### src/rtl/dic_pkg.sv
package dic_pkg;

  typedef enum logic [1:0] {
    SRC_CARRIER = 2'd0,
    SRC_RISE    = 2'd1,
    SRC_FALL    = 2'd2
  } dic_src_e;

  // Source choice from the three mode inputs.
  function automatic dic_src_e pick_source(input logic ext, input logic sel, input logic pol);
    if (!ext || !sel) return SRC_CARRIER;
    return pol ? SRC_FALL : SRC_RISE;
  endfunction

  // Only falling-edge counting shortens the first period.
  function automatic logic shortens_first(input dic_src_e src);
    return (src == SRC_FALL);
  endfunction

endpackage

### src/rtl/dic_event_sel.sv
module dic_event_sel
  import dic_pkg::*;
(
  input  logic clk,
  input  logic rst_n,
  input  logic ext_mode,
  input  logic src_sel,
  input  logic edge_pol,
  input  logic car_uflow,
  input  logic reload_sig,
  output logic evt,
  output logic short_mode
);

  logic     prev_q;
  logic     rise_w;
  logic     fall_w;
  dic_src_e src_w;

  // Baseline follows the live level during reset, so release adds no edge.
  always_ff @(posedge clk) begin
    prev_q <= reload_sig;
  end

  assign rise_w = reload_sig & ~prev_q;
  assign fall_w = ~reload_sig & prev_q;
  assign src_w  = pick_source(ext_mode, src_sel, edge_pol);

  always_comb begin
    case (src_w)
      SRC_RISE: evt = rise_w;
      SRC_FALL: evt = fall_w;
      default:  evt = car_uflow;
    endcase
  end

  assign short_mode = shortens_first(src_w);


  rise_only_chk: assert property (@(posedge clk) disable iff (!rst_n)
    (ext_mode && src_sel && !edge_pol && evt) |-> $rose(reload_sig));


  fall_only_chk: assert property (@(posedge clk) disable iff (!rst_n)
    (ext_mode && src_sel && edge_pol && evt) |-> $fell(reload_sig));

endmodule

### src/rtl/dic_count_core.sv
module dic_count_core #(
  parameter int unsigned CNT_W = 8
) (
  input  logic             clk,
  input  logic             rst_n,
  input  logic             func_en,
  input  logic             evt,
  input  logic             short_mode,
  input  logic [CNT_W-1:0] cnt_val,
  input  logic             cnt_load,
  output logic             irq_pulse
);

  localparam logic [CNT_W-1:0] ONE = CNT_W'(1);

  logic [CNT_W-1:0] reload_q;
  logic [CNT_W-1:0] prog_q;
  logic             first_q;
  logic             irq_q;
  logic [CNT_W-1:0] nxt_w;
  logic [CNT_W-1:0] target_w;
  logic             hit_w;

  function automatic logic [CNT_W-1:0] eff_count(input logic [CNT_W-1:0] v);
    return (v == '0) ? ONE : v;
  endfunction

  function automatic logic [CNT_W-1:0] period_target(input logic [CNT_W-1:0] n,
                                                     input logic first, input logic shrt);
    return (first && shrt && n > ONE) ? n - ONE : n;
  endfunction

  assign nxt_w    = prog_q + ONE;
  assign target_w = period_target(reload_q, first_q, short_mode);
  assign hit_w    = evt && (nxt_w >= target_w);

  always_ff @(posedge clk) begin
    if (!rst_n) begin
      reload_q <= ONE;
      prog_q   <= '0;
      first_q  <= 1'b1;
      irq_q    <= 1'b0;
    end else begin
      irq_q <= 1'b0;
      if (cnt_load) begin
        reload_q <= eff_count(cnt_val);
        prog_q   <= '0;
        first_q  <= 1'b1;
      end else if (!func_en) begin
        prog_q  <= '0;
        first_q <= 1'b1;
      end else if (evt) begin
        if (hit_w) begin
          prog_q  <= '0;
          first_q <= 1'b0;
          irq_q   <= 1'b1;
        end else begin
          prog_q <= nxt_w;
        end
      end
    end
  end

  assign irq_pulse = irq_q;


  irq_after_event_chk: assert property (@(posedge clk) disable iff (!rst_n)
    irq_q |-> $past(evt));


  idle_when_off_chk: assert property (@(posedge clk) disable iff (!rst_n)
    !func_en |=> !irq_q);


  load_quiet_chk: assert property (@(posedge clk) disable iff (!rst_n)
    cnt_load |=> !irq_q);


  prog_range_chk: assert property (@(posedge clk) disable iff (!rst_n)
    (reload_q != '0) && (prog_q < reload_q));

endmodule

### src/rtl/dic_irq_decim.sv
module dic_irq_decim #(
  parameter int unsigned CNT_W = 8
) (
  input  logic             clk,
  input  logic             rst_n,
  input  logic             func_en,
  input  logic             ext_mode,
  input  logic             src_sel,
  input  logic             edge_pol,
  input  logic [CNT_W-1:0] cnt_val,
  input  logic             cnt_load,
  input  logic             car_uflow,
  input  logic             reload_sig,
  output logic             irq_pulse
);

  logic evt_w;
  logic short_w;

  dic_event_sel u_sel (
    .clk        (clk),
    .rst_n      (rst_n),
    .ext_mode   (ext_mode),
    .src_sel    (src_sel),
    .edge_pol   (edge_pol),
    .car_uflow  (car_uflow),
    .reload_sig (reload_sig),
    .evt        (evt_w),
    .short_mode (short_w)
  );

  dic_count_core #(.CNT_W(CNT_W)) u_core (
    .clk        (clk),
    .rst_n      (rst_n),
    .func_en    (func_en),
    .evt        (evt_w),
    .short_mode (short_w),
    .cnt_val    (cnt_val),
    .cnt_load   (cnt_load),
    .irq_pulse  (irq_pulse)
  );


  reset_quiet_chk: assert property (@(posedge clk)
    !rst_n |=> !irq_pulse);

endmodule

### config.mk
export PLATFORM = sky130hd
export DESIGN_NAME = dic_irq_decim
export DESIGN_NICKNAME = d
export VERILOG_FILES = /design/src/rtl/dic_pkg.sv /design/src/rtl/dic_event_sel.sv /design/src/rtl/dic_count_core.sv /design/src/rtl/dic_irq_decim.sv
export SDC_FILE = /design/constraint.sdc
export NUM_CORES = 1
export LEC_CHECK = 0
export CORE_MARGIN = 1.5
export CORE_UTILIZATION = 53
export CTS_CLUSTER_DIAMETER = 120
export DETAILED_ROUTE_END_ITERATION = 8
export GPL_ROUTABILITY_DRIVEN = 1
export GPL_TIMING_DRIVEN = 0
export HOLD_SLACK_MARGIN = 0.15
export PLACE_DENSITY = 0.78
export SLEW_MARGIN = 30
export SYNTH_ARGS = -nofsm -noshare
export SYNTH_HDL_FRONTEND = slang
export SYNTH_SLANG_ARGS = --single-unit
export TNS_END_PERCENT = 50
### constraint.sdc
create_clock -name clk -period 4 [get_ports clk]
set_input_delay 1.2 -clock clk [delete_from_list [all_inputs] [get_ports clk]]
set_output_delay 1.2 -clock clk [all_outputs]
set_load 0.1 [all_outputs]
After elaboration in Yosys (flattened, before gate mapping)
Index checks and enable logic that the tools add are counted.

cells by class
  add/subtract/negate cells = 2
  equality and inequality tests = 2
  bitwise operators = 7
  multiplexer cells = 9
  $lt $le $gt $ge = 2
  reductions and logical operators = 10

operators with widths
  cell                                                            count
  two-way mux 8 bit                                               3
  adder 8 x 1 -> 8 bit (second input constant)                    1
  >= comparator 8 bit                                             1
  greater-than comparator 8 x 1 -> 1 bit (second input constant)  1
  zero test 8 bit                                                 1
  subtractor 8 x 1 -> 8 bit (second input constant)               1
  two-way mux 2 bit                                               3
  inverter 1 bit                                                  5
  OR reduction 4 bit                                              1
  logical AND 1 bit                                               3
  OR reduction 3 bit                                              1
  AND 1 bit                                                       2
  equality test 2 x 1 -> 1 bit (second input constant)            1
  equality test 2 bit (second input constant)                     1
  zero test 1 bit                                                 2
  two-way mux 1 bit                                               2
  one-hot mux 1 bit (2 select lines)                              1
  AND reduction 2 bit                                             1
  logical OR 1 bit                                                1

storage, ports and cells
  bits in registers = 19
  input port bits = 17
  logic and storage cells = 37

Logic depth before layout (Yosys ltp)
Gate-level depths: netlist of run 1.

  depth after elaboration = 11
  gate-level depth with buffers = 13
  depth with buffers taken out = 13

Modules after synthesis
A second synthesis of run 1 with hierarchy kept.

second synthesis, totals
  cell total of the unflattened synthesis = 136
  area total of the unflattened synthesis = 1,268.7 um^2

modules (own cells, without submodules)
  module          times used  area each (um^2)  cells each  sequential area each (um^2)
  dic_count_core  1           1,203.7           130         360.3
  dic_event_sel   1           65.1              6           20.0

Worst setup path before layout of run 1
Ideal clock, no wire load.

  path type = input -> register
  start point = input port ext_mode
  end point = register u_core.prog_q[3]
  path buffers = 0
  stages = 11
  setup time = 101 ps
  arrival time = 3,251 ps
  slack = 648 ps
  cells stage by stage = nand2_4 -> a311oi_4 -> nor4b_4 -> nand2_1 -> xor2_1 -> ha_1 -> a21oi_1 -> o21ai_0 -> a21oi_2 -> nand2b_1 -> o41ai_1

on the way
  longest elaborated chain between the ends = 11

ends and longest elaborated chain
  element                          RTL line                            text
  start, declared                  dic_irq_decim.sv:7                  input logic ext_mode,
  zero test 1 bit (*)              dic_pkg.sv:11                       if (!ext || !sel) return SRC_CARRIER;
  logical OR 1 bit (*)             dic_pkg.sv:11
  two-way mux 1 bit (*)            dic_pkg.sv:11
  two-way mux 2 bit (*)            dic_pkg.sv:12                       return pol ? SRC_FALL : SRC_RISE;
  equality test 2 bit              dic_pkg.sv:17, dic_event_sel.sv:30
  logical AND 1 bit (2 in series)  dic_count_core.sv:30                return (first && shrt && n > ONE) ? n - ONE : n;
  two-way mux 8 bit                dic_count_core.sv:30
  >= comparator 8 bit              dic_count_core.sv:35                assign hit_w = evt && (nxt_w >= target_w);
  logical AND 1 bit                dic_count_core.sv:35
  two-way mux 8 bit                dic_count_core.sv:53                if (hit_w) begin
  end signal, assigned             dic_count_core.sv:58                prog_q <= nxt_w;
  end, declared                    dic_count_core.sv:17                logic [CNT_W-1:0] prog_q;

Mark *: on every way between the ends. The rest lies on a longest branch, timed or not.
A chain may end at the register's enable or synchronous reset.

Worst setup path after layout of run 1
  start point = input port src_sel
  end point = register u_core.first_q

on the way
  longest elaborated chain between the ends = 11

ends and longest elaborated chain
  element                            RTL line                            text
  start, declared                    dic_irq_decim.sv:8                  input logic src_sel,
  zero test 1 bit (*)                dic_pkg.sv:11
  logical OR 1 bit (*)               dic_pkg.sv:11
  two-way mux 1 bit (*)              dic_pkg.sv:11
  two-way mux 2 bit (*)              dic_pkg.sv:12
  equality test 2 bit                dic_pkg.sv:17, dic_event_sel.sv:30
  logical AND 1 bit (2 in series)    dic_count_core.sv:30
  two-way mux 8 bit                  dic_count_core.sv:30
  >= comparator 8 bit                dic_count_core.sv:35
  logical AND 1 bit                  dic_count_core.sv:35
  AND reduction 2 bit (no line) (*)  n/a
  end signal, assigned               dic_count_core.sv:41                first_q <= 1'b1;
  end signal, assigned               dic_count_core.sv:48                first_q <= 1'b1;
  end signal, assigned               dic_count_core.sv:51                first_q <= 1'b1;
  end, declared                      dic_count_core.sv:18                logic first_q;

Marks and branches as above.

==> run_results.csv, run 1 <==
group,metric,value,unit
timing,fin_crit_sh,95.5,%
route,drt_iter0_markers,13,
setup_path,cp_data_required_time,4.21,ns
job,cap_violations,0,
clock_network,root_buffer,"clkbuf_4",
synth,synth_area,1250,um^2
grt,grt_first_pass_wirelength,4400,um
clock_network,clock_latency,0.30,ns
setup_path,cpMostUsedCell,"nand2_1",
die,die_y,51.7,um
grt,antenna_found_initial,0,
route,wl,2530,um
cells_and_area,area_delta_synth_final,19.0,%
die,start_util,56.2,%
timing,slew_violations,0,
power_and_ir_drop,switching_power,111,uW
clock_network,clk_pin_slew,0.10,ns
synth,synth_enable_flop_cells,0,
route,drc,0,
synth,ys_top_cells_by_count,"dfxtp_1, nand2_1, ha_1, nor2_1, nor2b_1",
die,coreArea,2230,um^2
setup_path,critical-path-slowest-cell,"clkdlybuf4s50_1",
synth,yosysTopAreaCell,"dfxtp_1",
timing,setup_viol,0,
route,vias_per_cell,5.72,
synth,ys_warn_count,0,
placement,dp_cells,182,
synth,syn_nets,165,
power_and_ir_drop,leakage,0.582,nW
setup_path,path_max_fanout,7,
timing,tightest_slew,0.963,ns
timing,min_period,3.82,ns
synth,yosysTopAreaCellShare,30.3,%
synth,postSynthAreaPerCell,9.16,um^2
synth,synthMostInstantiatedCell,"dfxtp_1",
grt,grt-ovfl-total,0,
route,vias,1070,
power_and_ir_drop,p_clk_share,26.2,%
synth,seq_area_frac_synth,30.3,%
grt,track_usage,22.0,%
synth,ys_seq_elements,19,
power_and_ir_drop,power.internal,274,uW
placement,portBuffers,17,
cells_and_area,drive_above_1_share,6.92,%
hold_path,min_path_type,"reg2reg",
setup_path,slowest_delay,0.51,ns
timing,rsz0062_at_grt,"no",
cells_and_area,antennaDiodeCount,0,
status,outcome,"finished, final reports clean",
timing,clock.fmax,262,MHz
grt,grt_max_degree,11,
timing,finalHoldViolCount,0,
cells_and_area,final_nets,188,
setup_path,crit_type,"in2reg",
power_and_ir_drop,irDropWorstVdd,0.199,mV
setup_path,startpoint_type,"input port",
die,rows,17,
clock_network,ctsLongestPathBuffers,2,
placement,place_congestion,0.738,
synth,synthArstFlopShare,0,%
timing,maxSlewHeadroom,35.6,%
grt,first_global_vias,1047,
setup_path,crit_path_end_kind,"register",
clock_network,cts_buffers,3,
route,first_pass_iters,4,
power_and_ir_drop,fin_total_pwr,385,uW
route,wl_per_cell,13.5,um
placement,pre_cts_slack,-0.330,ns
synth,synth_top_cells_by_area,"dfxtp_1, ha_1, mux2i_1",
clock_network,cts_tree,"done",
setup_path,arrival,4.03,ns
timing,skew,0.00866,ns
synth,synth_cell_types,38,
synth,syn_inst,137,
power_and_ir_drop,power_density,258,nW/um^2
die,pin_count,18,
clock_network,htreeDepth,1,
clock_network,cts_sinks,19,
power_and_ir_drop,combPwrFrac,21.0,%
power_and_ir_drop,p_sw_share,28.8,%
placement,dp_hpwl,2000,um
setup_path,path_cells,"clkdlybuf4s50_1 -> nand2_4 -> a311oi_4 -> nor4b_4 -> nand2_1 -> xor2_1 -> ha_1 -> nand2_1 -> o21ai_0 -> a21oi_2 -> buf_4 -> or2_1 -> a21o_1",
die,dieArea,2670,um^2
timing,fin_tns_setup,0,ns
power_and_ir_drop,seqPwrFrac,52.8,%
cells_and_area,fin_util,66.9,%
synth,synthFlopType,"dfxtp_1",
cells_and_area,fill_cells,207,
route,final_antenna_net_count,0,
clock_network,post_cts_resized,0,
timing,setup_ws,0.179,ns
die,die_w,51.7,um
cells_and_area,fin_cells,187,
-- what timing repair did --
| action | CTS | global route |
|---|---|---|
| hold buffers | 0 | 0 |
| setup buffers | 1 | 0 |
| endpoints found under the setup margin | 1 | 0 |
| hold endpoints to repair | 0 | 0 |
-- critical path: cells and delay by family --
| kind | cells | cell delay (ns) |
|---|---|---|
| and+or+nand+nor | 5 | 0.82 |
| xor gates and xnor gates | 1 | 0.16 |
| adders and majority gates | 1 | 0.30 |
| buffers and inverters | 2 | 0.68 |
| AOI/OAI and AO/OA | 4 | 0.86 |
-- sequential cells by signal, indices dropped and copies added (netlist names) --
| register | flops |
|---|---|
| u_core.prog_q | 8 |
| u_sel.prev_q | 1 |
| u_core.reload_q | 8 |
| u_core.irq_pulse | 1 |
| u_core.first_q | 1 |
-- through the flow --
stage	cell area, um^2	hold slack [ns]
finish	1490	0.478
global route	1490	0.507
CTS	1490	0.483
detailed placement	1460	0.453
global placement	1460	0.450
floorplan	1250	0.426
-- logic make-up (layout without fill, tap and decap cells) --
family | count (synthesis) | count (layout) | synth area share, %
flops | 19 | 19 | 30.3
compound gates | 24 | 24 | 15.2
mux | 7 | 7 | 5.58
fa+ha+maj | 11 | 11 | 11.0
xor+xnor | 13 | 13 | 9.07
simple gates | 57 | 57 | 27.1
buf+inv | 6 | 28 | 1.79
-- worst paths after layout --
path	from	to	slack, ns	depth (start not counted)
max	src_sel	u_core.first_q	0.18	13
min	u_core.first_q	u_core.first_q	0.48	1
max reg2reg	u_core.reload_q[1]	u_core.first_q	0.61	14
min reg2reg	u_core.first_q	u_core.first_q	0.48	1
-- metal layers --
layer | vias up | routed length [um] | GRT usage [%]
li1 | 541 | - | -
met1 | 498 | 1110 | 25.6
met2 | 24 | 1270 | 38.2
met3 | 7 | 85 | 2.87
met4 | 0 | 63 | 13.2
met5 | - | 0 | 0
-- layout by cell type (no fill, tap or decap), drive strengths merged, types with 4 or more instances in the layout --
master          n
a21oi           5
a32oi           4
and3            5
clkbuf          8
clkdlybuf4s50  17
dfxtp          19
ha             11
mux2i           7
nand2          16
nand3           4
nor2            8
nor2b           8
o21ai           5
or2             4
xnor2           7
xor2            6
-- area by class of cell --
type	count	area, um^2	area share, %
inverter	2	7.51	0.503
buffer	4	15.0	1.01
multi-input combinational	112	852	57.0
sequential	19	380	25.5
tap	28	35.0	2.35
clock buffer	4	26.3	1.76
timing repair buffer	18	178	11.9
-- power groups by stage --
| stage | Sequential, mW | Clock (mW) | Combinational (mW) |
|---|---|---|---|
| floorplan | 0.207 | 0 | 0.0471 |
| global placement | 0.207 | 0 | 0.0745 |
| detailed placement | 0.208 | 0 | 0.0787 |
| CTS | 0.203 | 0.102 | 0.0813 |
| global route | 0.204 | 0.114 | 0.0894 |
| finish | 0.203 | 0.101 | 0.0808 |
No activity file was read; power rests on OpenSTA's default activity.
==> run 2: changes to the inputs <==
--- a/config.mk
+++ b/config.mk
@@ -7,6 +7,7 @@
 export LEC_CHECK = 0
 export CORE_MARGIN = 1.5
 export CORE_UTILIZATION = 53
+export CTS_BUF_LIST = sky130_fd_sc_hd__clkbuf_16
 export CTS_CLUSTER_DIAMETER = 120
 export DETAILED_ROUTE_END_ITERATION = 8
 export GPL_ROUTABILITY_DRIVEN = 1
==> run 2 against run 1 <==
  * Clock power rose by 100%
  * Clock skew fell by 0.0052 ns
  * Die area did not move
  * Total power rose by 27%
  * Combinational power rose by 2.8%
  * Via count rose by 2.4%
  * First-iteration DRC count rose by 120%
  * Count of clock-buffer cells in the layout fell by 1
  * Non-clock buffer count rose by 2
  * Hold slack got worse by 0.010 ns
  * Final cell count rose by 1.1%
  * Critical endpoint unchanged
==> run_results.csv, run 2 (same netlist as run 1, synthesis figures left out) <==
group,metric,value,unit
die,dieArea,2670,um^2
cells_and_area,drive_above_1_share,8.07,%
timing,slew_violations,0,
clock_network,clk_pin_slew,0.05,ns
cells_and_area,antennaDiodeCount,0,
grt,grt.busiest_layer,"met2",
route,first_pass_iters,4,
status,outcome,"finished, final reports clean",
cells_and_area,final_nets,190,
setup_path,cp_data_required_time,4.15,ns
job,cap_violations,0,
route,vias,1096,
grt,grtUsageMet1,25.6,%
cells_and_area,area_delta_synth_final,24.4,%
die,coreArea,2230,um^2
clock_network,ctsLongestPathBuffers,2,
cells_and_area,multi_input_area,852,um^2
setup_path,path_max_fanout,7,
setup_path,crit_type,"in2reg",
clock_network,clock_latency,0.25,ns
grt,grt-ovfl-total,0,
power_and_ir_drop,leakage,0.620,nW
hold_path,min_path_type,"reg2reg",
clock_network,cts_tree,"done",
timing,fin_tns_setup,0,ns
timing,fin_crit_sh,96.0,%
cells_and_area,final-seq-area,380,um^2
timing,min_period,3.84,ns
route,wl_per_cell,14.1,um
cells_and_area,mostFrequentLayoutCell,"dfxtp_1",
route,drt_iter0_markers,28,
placement,pre_cts_slack,-0.330,ns
power_and_ir_drop,irDropWorstVdd,0.281,mV
die,die_w,51.7,um
placement,portBuffers,17,
cells_and_area,fill_cells,189,
placement,dp_hpwl,2000,um
grt,met2_usage,38.7,%
die,start_util,56.2,%
timing,tightest_slew,0.963,ns
placement,place_congestion,0.738,
route,drc,0,
clock_network,cts_buffers,3,
placement,placed_area,1460,um^2
timing,maxSlewHeadroom,35.6,%
setup_path,startpoint_type,"input port",
grt,use_met3,4.89,%
grt,antenna_found_initial,0,
timing,clock.fmax,261,MHz
die,rows,17,
power_and_ir_drop,power_density,314,nW/um^2
setup_path,crit_path_end_kind,"register",
route,wl,2670,um
cells_and_area,reg_top3,"u_core.prog_q x8, u_core.reload_q x8",
route,vias_per_cell,5.80,
timing,skew,0.00350,ns
cells_and_area,final_cell_mix,"dfxtp_1, clkdlybuf4s50_1, nand2_1",
setup_path,arrival,3.98,ns
power_and_ir_drop,fin_total_pwr,490,uW
route,final_antenna_net_count,0,
clock_network,htreeDepth,1,
timing,finalHoldViolCount,0,
grt,grt_first_pass_wirelength,4410,um
grt,first_global_vias,1016,
clock_network,cts_sinks,19,
cells_and_area,finish.instance_area,1560,um^2
timing,setup_viol,0,
grt,grt_max_degree,11,
die,pin_count,18,
cells_and_area,fin_util,69.9,%
timing,setup_ws,0.162,ns
clock_network,root_buffer,"clkbuf_16",
grt,track_usage,22.5,%
die,die_y,51.7,um
[run 2: power by group]
group | switching, mW | internal, mW | leakage, nW
Combinational | 0.0418 | 0.0412 | 0.422
Sequential | 0.00802 | 0.196 | 0.155
Clock | 0.0708 | 0.133 | 0.0423
Total | 0.121 | 0.370 | 0.620
[run 2: layout make-up]
type	instances	share of cell area (%)
timing repair buffer	20	12.3
tap	28	2.24
sequential	19	24.4
inverter	2	0.481
clock buffer	3	4.81
clock inverter	1	0.240
buffer	4	0.962
multi-input combinational	112	54.6
[run 2: timing repair]
| action | CTS | global route |
|---|---|---|
| resized for setup | 0 | 1 |
| hold buffers | 0 | 0 |
| buffers inserted | 1 | 2 |
| pin swaps | 0 | 1 |
| endpoints found under the setup margin | 4 | 3 |
[run 2: routing by layer]
metal	wire [um]	vias up
met4	61	0
met1	1140	512
met3	106	7
li1	-	547
met2	1360	30
met5	0	-
[run 2: path summary, 6_finish.rpt]
path                      start        endpoint  slack, ns  cells past startpoint
min reg2reg      u_core.first_q  u_core.first_q       0.47                      1
min              u_core.first_q  u_core.first_q       0.47                      1
max reg2reg  u_core.reload_q[0]  u_core.first_q       0.69                     15
max                    edge_pol  u_core.first_q       0.16                     14
[run 2: metrics by stage]
| step | hold slack (ns) | cells |
|---|---|---|
| 2_1_floorplan | 0.426 | 137 |
| 3_3_place_gp | 0.450 | 182 |
| 3_5_place_dp | 0.453 | 182 |
| 4_1_cts | 0.471 | 187 |
| 5_1_grt | 0.497 | 189 |
| 6_report | 0.468 | 189 |
[run 2: critical path, cell delays in order]
cell and delay, ns:
clkdlybuf4s50_1 0.49, nand2_1 0.11, a311oi_4 0.30, buf_4 0.18
nand2_2 0.08, nor4b_2 0.29, xnor2_1 0.10, ha_1 0.28
nand2_1 0.07, nor3_1 0.20, a21oi_2 0.11, buf_4 0.17
or2_1 0.23, a21o_1 0.17
